--- src/rtl/pnic_pkg.sv ---
// Shared definitions for the nested priority interrupt controller.
// Assumes: write-port kind encoding is fixed by the requirements.
package pnic_pkg;
    typedef enum logic [1:0] {
        CFG_PRIO  = 2'd0,
        CFG_EN    = 2'd1,
        CFG_THR   = 2'd2,
        CFG_GMASK = 2'd3
    } cfg_kind_e;
endpackage

--- src/rtl/pnic_regs.sv ---
// Configuration storage: per-line priority and enable, the threshold, and
// the global mask. Assumes a single write per cycle with an in-range index.
module pnic_regs
    import pnic_pkg::*;
#(
    parameter int NUM_IRQ = 32,
    parameter int PRIO_W  = 3,
    parameter int IDX_W   = 5
) (
    input  logic                      clk,
    input  logic                      rst_n,
    input  logic                      cfg_we,
    input  cfg_kind_e                 cfg_kind,
    input  logic [IDX_W-1:0]          cfg_idx,
    input  logic [PRIO_W-1:0]         cfg_wdata,
    output logic [NUM_IRQ*PRIO_W-1:0] prio_flat,
    output logic [NUM_IRQ-1:0]        enable,
    output logic [PRIO_W-1:0]         thr,
    output logic                      gmask
);

    for (genvar g = 0; g < NUM_IRQ; g++) begin : g_line
        logic hit;
        assign hit = cfg_we && (cfg_idx == IDX_W'(g));

        // Priority field of one line
        always_ff @(posedge clk) begin
            if (!rst_n)
                prio_flat[g*PRIO_W +: PRIO_W] <= '0;
            else if (hit && cfg_kind == CFG_PRIO)
                prio_flat[g*PRIO_W +: PRIO_W] <= cfg_wdata;
        end

        // Enable bit of one line
        always_ff @(posedge clk) begin
            if (!rst_n)
                enable[g] <= 1'b0;
            else if (hit && cfg_kind == CFG_EN)
                enable[g] <= cfg_wdata[0];
        end
    end

    // Threshold and global mask registers
    always_ff @(posedge clk) begin
        if (!rst_n) begin
            thr   <= '0;
            gmask <= 1'b0;
        end else if (cfg_we) begin
            if (cfg_kind == CFG_THR)   thr   <= cfg_wdata;
            if (cfg_kind == CFG_GMASK) gmask <= cfg_wdata[0];
        end
    end

endmodule

--- src/rtl/pnic_arbiter.sv ---
// Combinational selection of the most urgent candidate line.
// Assumes smaller priority number is more urgent; ties go to the lower index.
module pnic_arbiter #(
    parameter int NUM_IRQ = 32,
    parameter int PRIO_W  = 3,
    parameter int IDX_W   = 5
) (
    input  logic [NUM_IRQ-1:0]        cand,
    input  logic [NUM_IRQ*PRIO_W-1:0] prio_flat,
    output logic                      found,
    output logic [IDX_W-1:0]          win_idx,
    output logic [PRIO_W-1:0]         win_prio
);

    // Linear scan; strict compare keeps the earliest index on a tie
    always_comb begin
        found    = 1'b0;
        win_idx  = '0;
        win_prio = '1;
        for (int i = 0; i < NUM_IRQ; i++) begin
            if (cand[i] && (!found || prio_flat[i*PRIO_W +: PRIO_W] < win_prio)) begin
                found    = 1'b1;
                win_idx  = IDX_W'(i);
                win_prio = prio_flat[i*PRIO_W +: PRIO_W];
            end
        end
    end

endmodule

--- src/rtl/pnic_stack.sv ---
// LIFO of preempted context words (execution priority and line number).
// Assumes the caller never pushes when full nor pops when empty.
module pnic_stack #(
    parameter int DEPTH = 4,
    parameter int W     = 8,
    parameter int CNT_W = 3
) (
    input  logic             clk,
    input  logic             rst_n,
    input  logic             push,
    input  logic             pop,
    input  logic [W-1:0]     push_data,
    output logic [W-1:0]     top_data,
    output logic [CNT_W-1:0] count
);
    localparam int PTR_W = (DEPTH > 1) ? $clog2(DEPTH) : 1;

    logic [W-1:0]     mem [DEPTH];
    logic [CNT_W-1:0] top_ptr;

    assign top_ptr  = count - CNT_W'(1);
    assign top_data = (count != '0) ? mem[top_ptr[PTR_W-1:0]] : '0;

    // Storage and occupancy update
    always_ff @(posedge clk) begin
        if (!rst_n) begin
            count <= '0;
            for (int i = 0; i < DEPTH; i++) mem[i] <= '0;
        end else if (push) begin
            mem[count[PTR_W-1:0]] <= push_data;
            count <= count + CNT_W'(1);
        end else if (pop) begin
            count <= count - CNT_W'(1);
        end
    end

endmodule

--- src/rtl/prio_nest_intc.sv ---
// Nested priority interrupt controller top. Samples level requests into
// pending flags, selects the most urgent eligible line, preempts only on a
// strictly more urgent priority, and tracks nesting until each return.
// Assumes eoi is issued by the handler that was accepted last.
module prio_nest_intc
    import pnic_pkg::*;
#(
    parameter int NUM_IRQ    = 32,
    parameter int PRIO_W     = 3,
    parameter int NEST_DEPTH = 4,
    parameter int SYS_SLOTS  = 16,
    localparam int IDX_W     = (NUM_IRQ > 1) ? $clog2(NUM_IRQ) : 1,
    localparam int VEC_W     = $clog2(NUM_IRQ + SYS_SLOTS),
    localparam int CNT_W     = $clog2(NEST_DEPTH + 1),
    localparam int EP_W      = PRIO_W + 1
) (
    input  logic               clk,
    input  logic               rst_n,
    input  logic [NUM_IRQ-1:0] irq_req,
    input  logic               cfg_we,
    input  logic [1:0]         cfg_kind,
    input  logic [IDX_W-1:0]   cfg_idx,
    input  logic [PRIO_W-1:0]  cfg_wdata,
    input  logic               eoi,
    output logic               take_valid,
    output logic [IDX_W-1:0]   take_irq,
    output logic [VEC_W-1:0]   take_vector,
    output logic [EP_W-1:0]    exec_prio,
    output logic [CNT_W-1:0]   nest_depth,
    output logic [NUM_IRQ-1:0] pending,
    output logic [NUM_IRQ-1:0] active
);
    localparam logic [EP_W-1:0] THREAD_LVL = EP_W'(1) << PRIO_W;
    localparam int              CTX_W      = EP_W + IDX_W;

    logic [NUM_IRQ*PRIO_W-1:0] prio_flat;
    logic [NUM_IRQ-1:0]        enable;
    logic [PRIO_W-1:0]         thr;
    logic                      gmask_w;

    logic [NUM_IRQ-1:0] pend_q, act_q, cand, acc_onehot;
    logic [EP_W-1:0]    cur_prio;
    logic [IDX_W-1:0]   cur_irq;
    logic               found, accept, eoi_eff, stack_full;
    logic [IDX_W-1:0]   win_idx;
    logic [PRIO_W-1:0]  win_prio;
    logic [CTX_W-1:0]   ctx_top;
    logic [CNT_W-1:0]   depth;

    pnic_regs #(.NUM_IRQ(NUM_IRQ), .PRIO_W(PRIO_W), .IDX_W(IDX_W)) u_regs (
        .clk       (clk),
        .rst_n     (rst_n),
        .cfg_we    (cfg_we),
        .cfg_kind  (cfg_kind_e'(cfg_kind)),
        .cfg_idx   (cfg_idx),
        .cfg_wdata (cfg_wdata),
        .prio_flat (prio_flat),
        .enable    (enable),
        .thr       (thr),
        .gmask     (gmask_w)
    );

    // Per-line eligibility: pending, enabled, not running, under threshold
    for (genvar g = 0; g < NUM_IRQ; g++) begin : g_elig
        logic thr_ok;
        assign thr_ok  = (thr == '0) || (prio_flat[g*PRIO_W +: PRIO_W] < thr);
        assign cand[g] = pend_q[g] & enable[g] & ~act_q[g] & thr_ok;
    end

    pnic_arbiter #(.NUM_IRQ(NUM_IRQ), .PRIO_W(PRIO_W), .IDX_W(IDX_W)) u_arb (
        .cand      (cand),
        .prio_flat (prio_flat),
        .found     (found),
        .win_idx   (win_idx),
        .win_prio  (win_prio)
    );

    assign eoi_eff    = eoi && (depth != '0);
    assign stack_full = (depth == CNT_W'(NEST_DEPTH));
    assign accept     = found && ({1'b0, win_prio} < cur_prio) && !gmask_w
                        && !eoi_eff && !stack_full;
    assign acc_onehot = accept ? (NUM_IRQ'(1) << win_idx) : '0;

    pnic_stack #(.DEPTH(NEST_DEPTH), .W(CTX_W), .CNT_W(CNT_W)) u_stack (
        .clk       (clk),
        .rst_n     (rst_n),
        .push      (accept),
        .pop       (eoi_eff),
        .push_data ({cur_prio, cur_irq}),
        .top_data  (ctx_top),
        .count     (depth)
    );

    // Pending capture: requests set, acceptance clears
    always_ff @(posedge clk) begin
        if (!rst_n) pend_q <= '0;
        else        pend_q <= (pend_q | irq_req) & ~acc_onehot;
    end

    // Active flags and current running context
    always_ff @(posedge clk) begin
        if (!rst_n) begin
            act_q    <= '0;
            cur_prio <= THREAD_LVL;
            cur_irq  <= '0;
        end else if (accept) begin
            act_q    <= act_q | acc_onehot;
            cur_prio <= {1'b0, win_prio};
            cur_irq  <= win_idx;
        end else if (eoi_eff) begin
            act_q    <= act_q & ~(NUM_IRQ'(1) << cur_irq);
            cur_prio <= ctx_top[CTX_W-1 -: EP_W];
            cur_irq  <= ctx_top[IDX_W-1:0];
        end
    end

    // Acceptance strobe and vector index
    always_ff @(posedge clk) begin
        if (!rst_n) begin
            take_valid  <= 1'b0;
            take_irq    <= '0;
            take_vector <= '0;
        end else begin
            take_valid  <= accept;
            take_irq    <= win_idx;
            take_vector <= VEC_W'(win_idx) + VEC_W'(SYS_SLOTS);
        end
    end

    assign exec_prio  = cur_prio;
    assign nest_depth = depth;
    assign pending    = pend_q;
    assign active     = act_q;

endmodule

--- config.mk ---
export PLATFORM = sky130hd
export DESIGN_NAME = prio_nest_intc
export DESIGN_NICKNAME = d
export VERILOG_FILES = /design/src/rtl/pnic_pkg.sv /design/src/rtl/pnic_regs.sv /design/src/rtl/pnic_arbiter.sv /design/src/rtl/pnic_stack.sv /design/src/rtl/prio_nest_intc.sv
export SDC_FILE = /design/constraint.sdc
export NUM_CORES = 1
export LEC_CHECK = 0
export ABC_AREA = 1
export CAP_MARGIN = 15
export CORE_MARGIN = 3
export CORE_UTILIZATION = 45
export DETAILED_ROUTE_END_ITERATION = 6
export SLEW_MARGIN = 20
export SYNTH_ARGS = -nofsm -noshare
export SYNTH_HDL_FRONTEND = slang
export SYNTH_SLANG_ARGS = --single-unit
--- constraint.sdc ---
create_clock -name clk -period 62.5 [get_ports clk]
set_input_delay 12.5 -clock clk [delete_from_list [all_inputs] [get_ports clk]]
set_output_delay 12.5 -clock clk [all_outputs]
set_load 0.01 [all_outputs]
==> summary.log, run 1 <==
INFO  run_status     status=finished, final reports clean
INFO  timing         final-hold-violation-count=0
INFO  clocking       tritoncts.num_buffers=31
INFO  run            max_cap_violations=0
INFO  worst_setup_path crit_path_max_incr_delay=0.60ns
INFO  clocking       worst_setup_hold_path_clk_slew=0.06ns
INFO  floorplanning  floorplan.rows=68
INFO  drt            detail_route.iter0.violations=1,147
INFO  timing         post-route-period-util=53.83%
INFO  logic_synthesis synth_xor_area_share=0%
INFO  timing         final-setup-viol-count=0
INFO  placed_design  place_worst_setup_slack=29.09ns
INFO  worst_setup_path worst_ep_required_time=62.72ns
INFO  clocking       cts.sink_count=251
INFO  logic_synthesis synth-simple-area-share=32.88%
INFO  logic_synthesis yosys-mux-area-fraction=0%
INFO  timing         fmax=29.72MHz
INFO  logic_synthesis synth_area_per_cell=6.635um2
INFO  timing         post-route-worst-setup-slack=28.85ns
INFO  global_route   grt_start_max_net_pins=91
INFO  layout         fillerInstances=3,442
INFO  logic_synthesis ys_async_sr_fraction=0%
INFO  pwr            ir_worst_vdd=0.00002482V
INFO  layout         final_util=53.46%
INFO  drt            antenna_left=0
INFO  drt            drc=0
INFO  logic_synthesis yosysTopAreaCell=sky130_fd_sc_hd__dfxtp_1
INFO  logic_synthesis netlist_area=15,830um2
INFO  clocking       postCtsHoldBufs=0
INFO  drt            routed_wire_length_per_instance=18.55um
INFO  logic_synthesis ys_types=42
INFO  logic_synthesis yosys_warnings=0
INFO  drt            drt_pre_antenna_iters=5
INFO  pwr            cellLeakagePower=0.008078uW
INFO  global_route   globalRoute.totalOverflow=0
INFO  worst_setup_path crit_slowest_cell=sky130_fd_sc_hd__o21ai_2
INFO  clocking       ctsHtreeMaxLevel=1
INFO  placed_design  dp_hpwl=39,200um
INFO  timing         worst-slew-pin-transition=1.031ns
INFO  floorplanning  core_area=34,630um2
INFO  layout         area.sequential=5385um2
INFO  layout         area_growth=16.94%
INFO  global_route   number_of_global_route_vias_before_repair=15,080
INFO  clocking       postcts_resize_cnt=0
INFO  floorplanning  pin_count=129
INFO  logic_synthesis primary_flip_flop_cell_chosen_by_synthesis_mapping=sky130_fd_sc_hd__dfxtp_1
INFO  logic_synthesis synth-compound-area-share=15.78%
INFO  clocking       worst_skew_pair.late_latency=0.59ns
INFO  logic_synthesis synth_most_common_cell=sky130_fd_sc_hd__nand2_1
INFO  layout         multi_input_comb_area=8982um2
INFO  layout         fraction_of_final_layout_cells_sized_beyond_drive_strength_1=8.397%
INFO  worst_setup_path classification_of_the_worst_setup_path=register to register
INFO  logic_synthesis synth_area_leaders=sky130_fd_sc_hd__dfxtp_1 27%, sky130_fd_sc_hd__nand2_1 13%, sky130_fd_sc_hd__ha_1 8.0%
INFO  floorplanning  full_die_area=37,470um2
INFO  worst_setup_path critPathMaxFanout=34
INFO  global_route   grt_use_total=28.09%
INFO  timing         finalCriticalPeriod=33.65ns
INFO  timing         slew_violations=0
INFO  layout         final_nets=2,624
INFO  logic_synthesis synth.ff_latch_count=251
INFO  layout         insertedDiodeCount=0
INFO  floorplanning  chipHeight=193.6um
INFO  logic_synthesis synth.top_cells.by_count=543 x sky130_fd_sc_hd__nand2_1, 253 x sky130_fd_sc_hd__inv_1, 237 x sky130_fd_sc_hd__nand3_1
INFO  logic_synthesis synth_fp_nets=2,533
INFO  logic_synthesis synthAdderAreaFrac=7.982%
INFO  floorplanning  start_util=45.72%
INFO  worst_setup_path start_kind=register
INFO  worst_setup_path cp_common_cell=sky130_fd_sc_hd__nand2_1
INFO  timing         clock_skew=0.01674ns
INFO  placed_design  place_congestion=0.9590
INFO  logic_synthesis largest_family_of_logic_cells_by_synthesized_area=simple AND/OR/NAND/NOR gates
INFO  timing         max-slew-margin-rel=30.84%
INFO  logic_synthesis ys_seq_area_share=34.02%
INFO  worst_setup_path kind_of_capture_point_of_the_worst_setup_path=register
INFO  drt            avgViaCountPerCell=5.428
INFO  logic_synthesis synth_cells=2,386
INFO  timing         setup-tns-final=0ns
INFO  pwr            powerDensity=24.12nW/um2
INFO  clocking       clock_tree_from_tritoncts=done
INFO  logic_synthesis yosysTopAreaCellShare=27.19%
INFO  worst_hold_path worstHoldPathType=register to register
INFO  floorplanning  die-width=193.6um
INFO  drt            route.final.wire_length=54,850um
INFO  drt            detailroute.via_count=16,040
INFO  logic_synthesis synth-edff-count=36
INFO  clocking       clockBufferDepth=3
INFO  global_route   first_pass_grt_wire_length=84,810um
INFO  clocking       cts-root-buf=sky130_fd_sc_hd__clkbuf_16
INFO  worst_setup_path cp_data_arrival_time=33.86ns
INFO  global_route   number_of_antenna_violations_at_the_first_check_in_global_routing=0
INFO  clocking       post-cts-setup-buffers=0
INFO  timing         rsz0062_at_grt=false
INFO  placed_design  placement.io_buffers=128
-- final timing paths --
check	startpoint	to	slack, ns	cells past startpoint
worst max-delay path	u_regs.thr[0]$_SDFFE_PN0P_	u_stack.mem[0][1]$_SDFFCE_PN0P_	28.85	261
worst min-delay path	u_regs.enable[6]$_SDFFE_PN0P_	u_regs.enable[6]$_SDFFE_PN0P_	0.45	2
worst max register to register	u_regs.thr[0]$_SDFFE_PN0P_	u_stack.mem[0][1]$_SDFFCE_PN0P_	28.85	261
worst min register to register	u_regs.enable[6]$_SDFFE_PN0P_	u_regs.enable[6]$_SDFFE_PN0P_	0.45	2
-- layout make-up --
class / instances / area share, %
multi-input cells: 1756 / 48.52
flip-flops and latches: 251 / 29.09
repair buffers: 143 / 7.461
inverters: 294 / 5.961
clock buffers: 36 / 4.454
well taps: 455 / 3.075
clock inverters: 21 / 1.440
-- per-stage QoR --
step                      cells  power, uW  cell area [um2]  hold WS, ns
after floorplan            2386      224.5            15830       0.4228
after global placement     2899      253.9            17420       0.4381
after detailed placement   2899      254.2            17420       0.4405
after CTS                  2956      448.0            18510       0.4496
after global routing       2956      463.3            18510       0.4655
final                      2956      446.6            18510       0.4522
-- logic make-up after synthesis --
family / after synthesis
DFF: 251
buffers and inverters: 379
and+or+nand+nor: 1170
AOI/OAI and AO/OA: 485
adders and majority gates: 101
-- cell usage in the layout (no fill, tap or decap), drive strengths merged, types with 8 or more instances in the layout --
master and count:
buf 18, nand3 238, or2 32, edfxtp 36
nor3 31, inv 263, clkdlybuf4s50 125, nand2 611
dfxtp 215, clkbuf 36, o21ai 230, a21oi 231
nor2 232, nand4 20, ha 101, o22ai 8
clkinv 46
-- state kept, by name, summed over array words and instances, names as in the netlist --
signal	flops
active	32
u_regs.enable	32
u_regs.gmask	1
u_regs.thr	3
u_stack.mem	36
pending	32
take_valid	1
u_regs.prio_flat	96
take_vector	1
exec_prio	4
cur_irq	5
u_stack.count	3
take_irq	5
-- where the power goes --
part           internal [uW]  leakage, uW  total [uW]  switching (uW)
logic                   24.4      0.00542        77.7            53.3
clock network            119     0.000542         195            75.9
registers                169      0.00212         174            5.73
-- worst max-delay path, delay by kind of cell, from the launching register on --
kind,cells,cell delay [ns]
DFF,1,0.31
AOI/OAI and AO/OA,36,9.83
buffers and inverters,32,2.16
adders and majority gates,32,9.09
and+or+nand+nor,161,11.89
-- layer usage --
metal | track usage [%] | vias to the layer above | part of all wire, %
met4 | 9.992 | 0 | 4.2
met5 | 0 | - | 0
met1 | 38.38 | 7371 | 44
met2 | 45.35 | 546 | 44
met3 | 4.319 | 115 | 7.0
li1 | - | 8012 | -
Power figures use the tool's default switching activity.
==> inputs of run 2 (changes only) <==
--- a/config.mk
+++ b/config.mk
@@ -10,6 +10,7 @@
 export CORE_MARGIN = 3
 export CORE_UTILIZATION = 45
 export DETAILED_ROUTE_END_ITERATION = 6
+export PLACE_DENSITY = 0.67
 export SLEW_MARGIN = 20
 export SYNTH_ARGS = -nofsm -noshare
 export SYNTH_HDL_FRONTEND = slang
==> constraint.sdc (replaced) <==
create_clock -name clk -period 29.5 [get_ports clk]
set_input_delay 5.9 -clock clk [delete_from_list [all_inputs] [get_ports clk]]
set_output_delay 5.9 -clock clk [all_outputs]
set_load 0.01 [all_outputs]
==> run 2 against run 1 <==
- cell area up 9.8%
- critical endpoint is now pending[4]$_SDFF_PN0_
- sequential power up 110%
- die area unchanged
- clock-buffer cell count up 1
- combinational power up 120%
- final cell count up 4.7%
- power up 110%
- maximum frequency up 20%
- critical path depth up 26
==> summary.log, run 2 (synthesized netlist as in run 1, its figures left out) <==
INFO  run_status     status=finished, final reports clean
INFO  global_route   number_of_global_route_vias_before_repair=15,910
INFO  floorplanning  core_area=34,630um2
INFO  timing         final-setup-viol-count=0
INFO  worst_setup_path rr_worst_depth=287
INFO  worst_setup_path kind_of_capture_point_of_the_worst_setup_path=register
INFO  clocking       cts-root-buf=sky130_fd_sc_hd__clkbuf_16
INFO  pwr            power.share.switching=31.23%
INFO  worst_hold_path hold_path_startpoint=u_regs.enable[6]$_SDFFE_PN0P_
INFO  timing         final-hold-violation-count=0
INFO  worst_setup_path timing.rr.end=pending[4]$_SDFF_PN0_
INFO  global_route   grt_use_total=27.92%
INFO  timing         finalCriticalPeriod=28.03ns
INFO  clocking       postCtsHoldBufs=0
INFO  pwr            p_int=638.8uW
INFO  timing         fmax=35.67MHz
INFO  worst_setup_path start_kind=register
INFO  global_route   globalRoute.totalOverflow=0
INFO  worst_setup_path reg2reg_slack=1.47ns
INFO  clocking       clock_tree_from_tritoncts=done
INFO  layout         post-route-cell-area=20,320um2
INFO  drt            drt_pre_antenna_iters=6
INFO  pwr            power_frac_clock=41.6%
INFO  clocking       ctsHtreeMaxLevel=1
INFO  worst_setup_path classification_of_the_worst_setup_path=register to register
INFO  pwr            p_total=928.9uW
INFO  layout         largestRegisters=u_regs.prio_flat: 96 flops, u_stack.mem: 36 flops
INFO  placed_design  dp_hpwl=39,230um
INFO  worst_setup_path cp_data_arrival_time=28.51ns
INFO  pwr            combPwrFrac=18.6%
INFO  pwr            seq_power_share=39.8%
INFO  timing         worst-slew-pin-transition=0.9474ns
INFO  layout         final_nets=2,763
INFO  layout         area_growth=28.34%
INFO  worst_setup_path cp_common_cell=sky130_fd_sc_hd__nand2_2
INFO  drt            highest-signal-layer=met4
INFO  layout         largest_register_ff_count=96
INFO  global_route   first_pass_grt_wire_length=85,580um
INFO  placed_design  placement.io_buffers=128
INFO  layout         layout.cells.most_common=sky130_fd_sc_hd__nand2_1
INFO  worst_hold_path worstHoldPathType=register to register
INFO  clocking       worst_setup_hold_path_clk_slew=0.06ns
INFO  pwr            net_switching_component_of_the_power=290.1uW
INFO  floorplanning  full_die_area=37,470um2
INFO  worst_hold_path worstHoldPathCells=2
INFO  drt            routed_wire_length_per_instance=18.23um
INFO  drt            wl_met3=4156um
INFO  pwr            powerDensity=45.72nW/um2
INFO  timing         post-route-worst-setup-slack=1.467ns
INFO  pwr            cellLeakagePower=0.008956uW
INFO  placed_design  place_congestion=0.9754
INFO  global_route   grt_start_max_net_pins=113
INFO  floorplanning  floorplan.rows=68
INFO  drt            avgViaCountPerCell=5.531
INFO  drt            antenna_left=0
INFO  timing         slew_violations=0
INFO  drt            routed_length_on_met2=26,210um
INFO  worst_setup_path crit_path_max_incr_delay=0.33ns
INFO  floorplanning  pin_count=129
INFO  run            max_cap_violations=0
INFO  clocking       cts.sink_count=251
INFO  layout         insertedDiodeCount=0
INFO  placed_design  place_worst_setup_slack=-1.937ns
INFO  layout         final_util=58.68%
INFO  drt            drc=0
INFO  timing         clock_skew=0.02785ns
INFO  floorplanning  start_util=45.72%
INFO  timing         hold_ws=0.4503ns
INFO  drt            m1WireLength=23,810um
INFO  worst_setup_path worst_ep_required_time=29.97ns
INFO  worst_setup_path critPathMaxFanout=16
INFO  drt            detailroute.via_count=17,110
INFO  drt            detail_route.iter0.violations=1,282
INFO  placed_design  detailed_place.area=17,950um2
INFO  worst_hold_path worst_hold_path.endpoint=u_regs.enable[6]$_SDFFE_PN0P_
INFO  pwr            ir_worst_vdd=0.00005123V
INFO  drt            route.final.wire_length=56,390um
INFO  layout         fraction_of_final_layout_cells_sized_beyond_drive_strength_1=18.76%
INFO  global_route   number_of_antenna_violations_at_the_first_check_in_global_routing=0
INFO  timing         max-slew-margin-rel=36.84%
INFO  layout         layout.cells.most_common_list=484 x sky130_fd_sc_hd__nand2_1, 251 x sky130_fd_sc_hd__inv_1, 231 x sky130_fd_sc_hd__nand3_1
INFO  layout         top_register=u_regs.prio_flat
INFO  clocking       clockBufferDepth=3
INFO  worst_setup_path worstReg2RegStart=u_regs.thr[1]$_SDFFE_PN0P_
INFO  clocking       tritoncts.num_buffers=29
INFO  worst_setup_path crit_slowest_cell=sky130_fd_sc_hd__ha_1
INFO  floorplanning  chipHeight=193.6um
INFO  timing         post-route-period-util=95.03%
INFO  floorplanning  die-width=193.6um
INFO  clocking       worst_skew_pair.late_latency=0.60ns
-- run 2: cell count changes in the layout (fill, tap and decap cells not counted), sizes merged --
cell      before  now
buf           18  159
clkinv        46   18
inv          263  285
clkinvlp       0    5
bufinv         6    3
clkbuf        36   37
-- run 2: power by group through the flow --
stage                     Sequential (uW)  Clock, uW  Combinational, uW
after detailed placement              376          0                162
after floorplan                       374          0                102
after CTS                             369        390                165
after global routing                  370        402                190
after global placement                376          0                161
final                                 369        387                173
-- run 2: worst max path at each step --
stage | start | to | slack (ns) | cells past startpoint
2_1_floorplan | u_regs.thr[2]$_SDFFE_PN0P_ | u_stack.mem[3][0]$_DFFE_PP_ | 0.16 | 261
3_3_place_gp | u_regs.thr[2]$_SDFFE_PN0P_ | u_stack.mem[0][7]$_SDFFCE_PN0P_ | -0.03 | 261
3_5_place_dp | u_regs.thr[2]$_SDFFE_PN0P_ | u_stack.mem[1][5]$_SDFFCE_PN0P_ | -1.94 | 261
4_1_cts | u_regs.thr[2]$_SDFFE_PN0P_ | u_stack.mem[0][3]$_SDFFCE_PN0P_ | 0.01 | 262
5_1_grt | u_regs.thr[1]$_SDFFE_PN0P_ | u_stack.mem[0][5]$_SDFFCE_PN0P_ | -0.73 | 289
6_report | u_regs.thr[1]$_SDFFE_PN0P_ | pending[4]$_SDFF_PN0_ | 1.47 | 287
-- run 2: cell type report --
| class | count | area (um2) |
|---|---|---|
| flip-flops and latches | 251 | 5391 |
| clock inverters | 17 | 198.9 |
| inverters | 294 | 1111 |
| fillers | 3202 | 14310 |
| well taps | 455 | 569.3 |
| repair buffers | 284 | 2512 |
| clock buffers | 37 | 817.0 |
| multi-input cells | 1756 | 9718 |
-- run 2: repair_timing --
action	4_1_cts	5_1_grt
pin swaps	2	129
setup endpoints to repair	155	155
gates cloned	0	1
setup buffers	6	62
resized for setup	25	220
-- run 2: critical path: cells and delay by family (launching register included) --
kind,cells,cell delay (ns)
buffers and inverters,36,1.70
AO/OA/AOI/OAI,36,3.81
adder cells (fa/ha/maj),33,8.82
AND/OR/NAND/NOR,182,13.18
flip-flops,1,0.32
-- run 2: routing by layer --
layer | global-route usage (%) | vias up
met5 | 0 | -
met4 | 9.483 | 0
met3 | 3.901 | 146
met2 | 46.66 | 703
met1 | 37.23 | 7972
li1 | - | 8292
-- run 2: metrics by stage --
| step | setup TNS [ns] | cells |
|---|---|---|
| 2_1_floorplan | 0 | 2386 |
| 6_report | 0 | 3094 |
| 4_1_cts | 0 | 3031 |
| 3_5_place_dp | -235.50 | 2971 |
| 3_3_place_gp | -0.3719 | 2971 |
| 5_1_grt | -92.32 | 3094 |
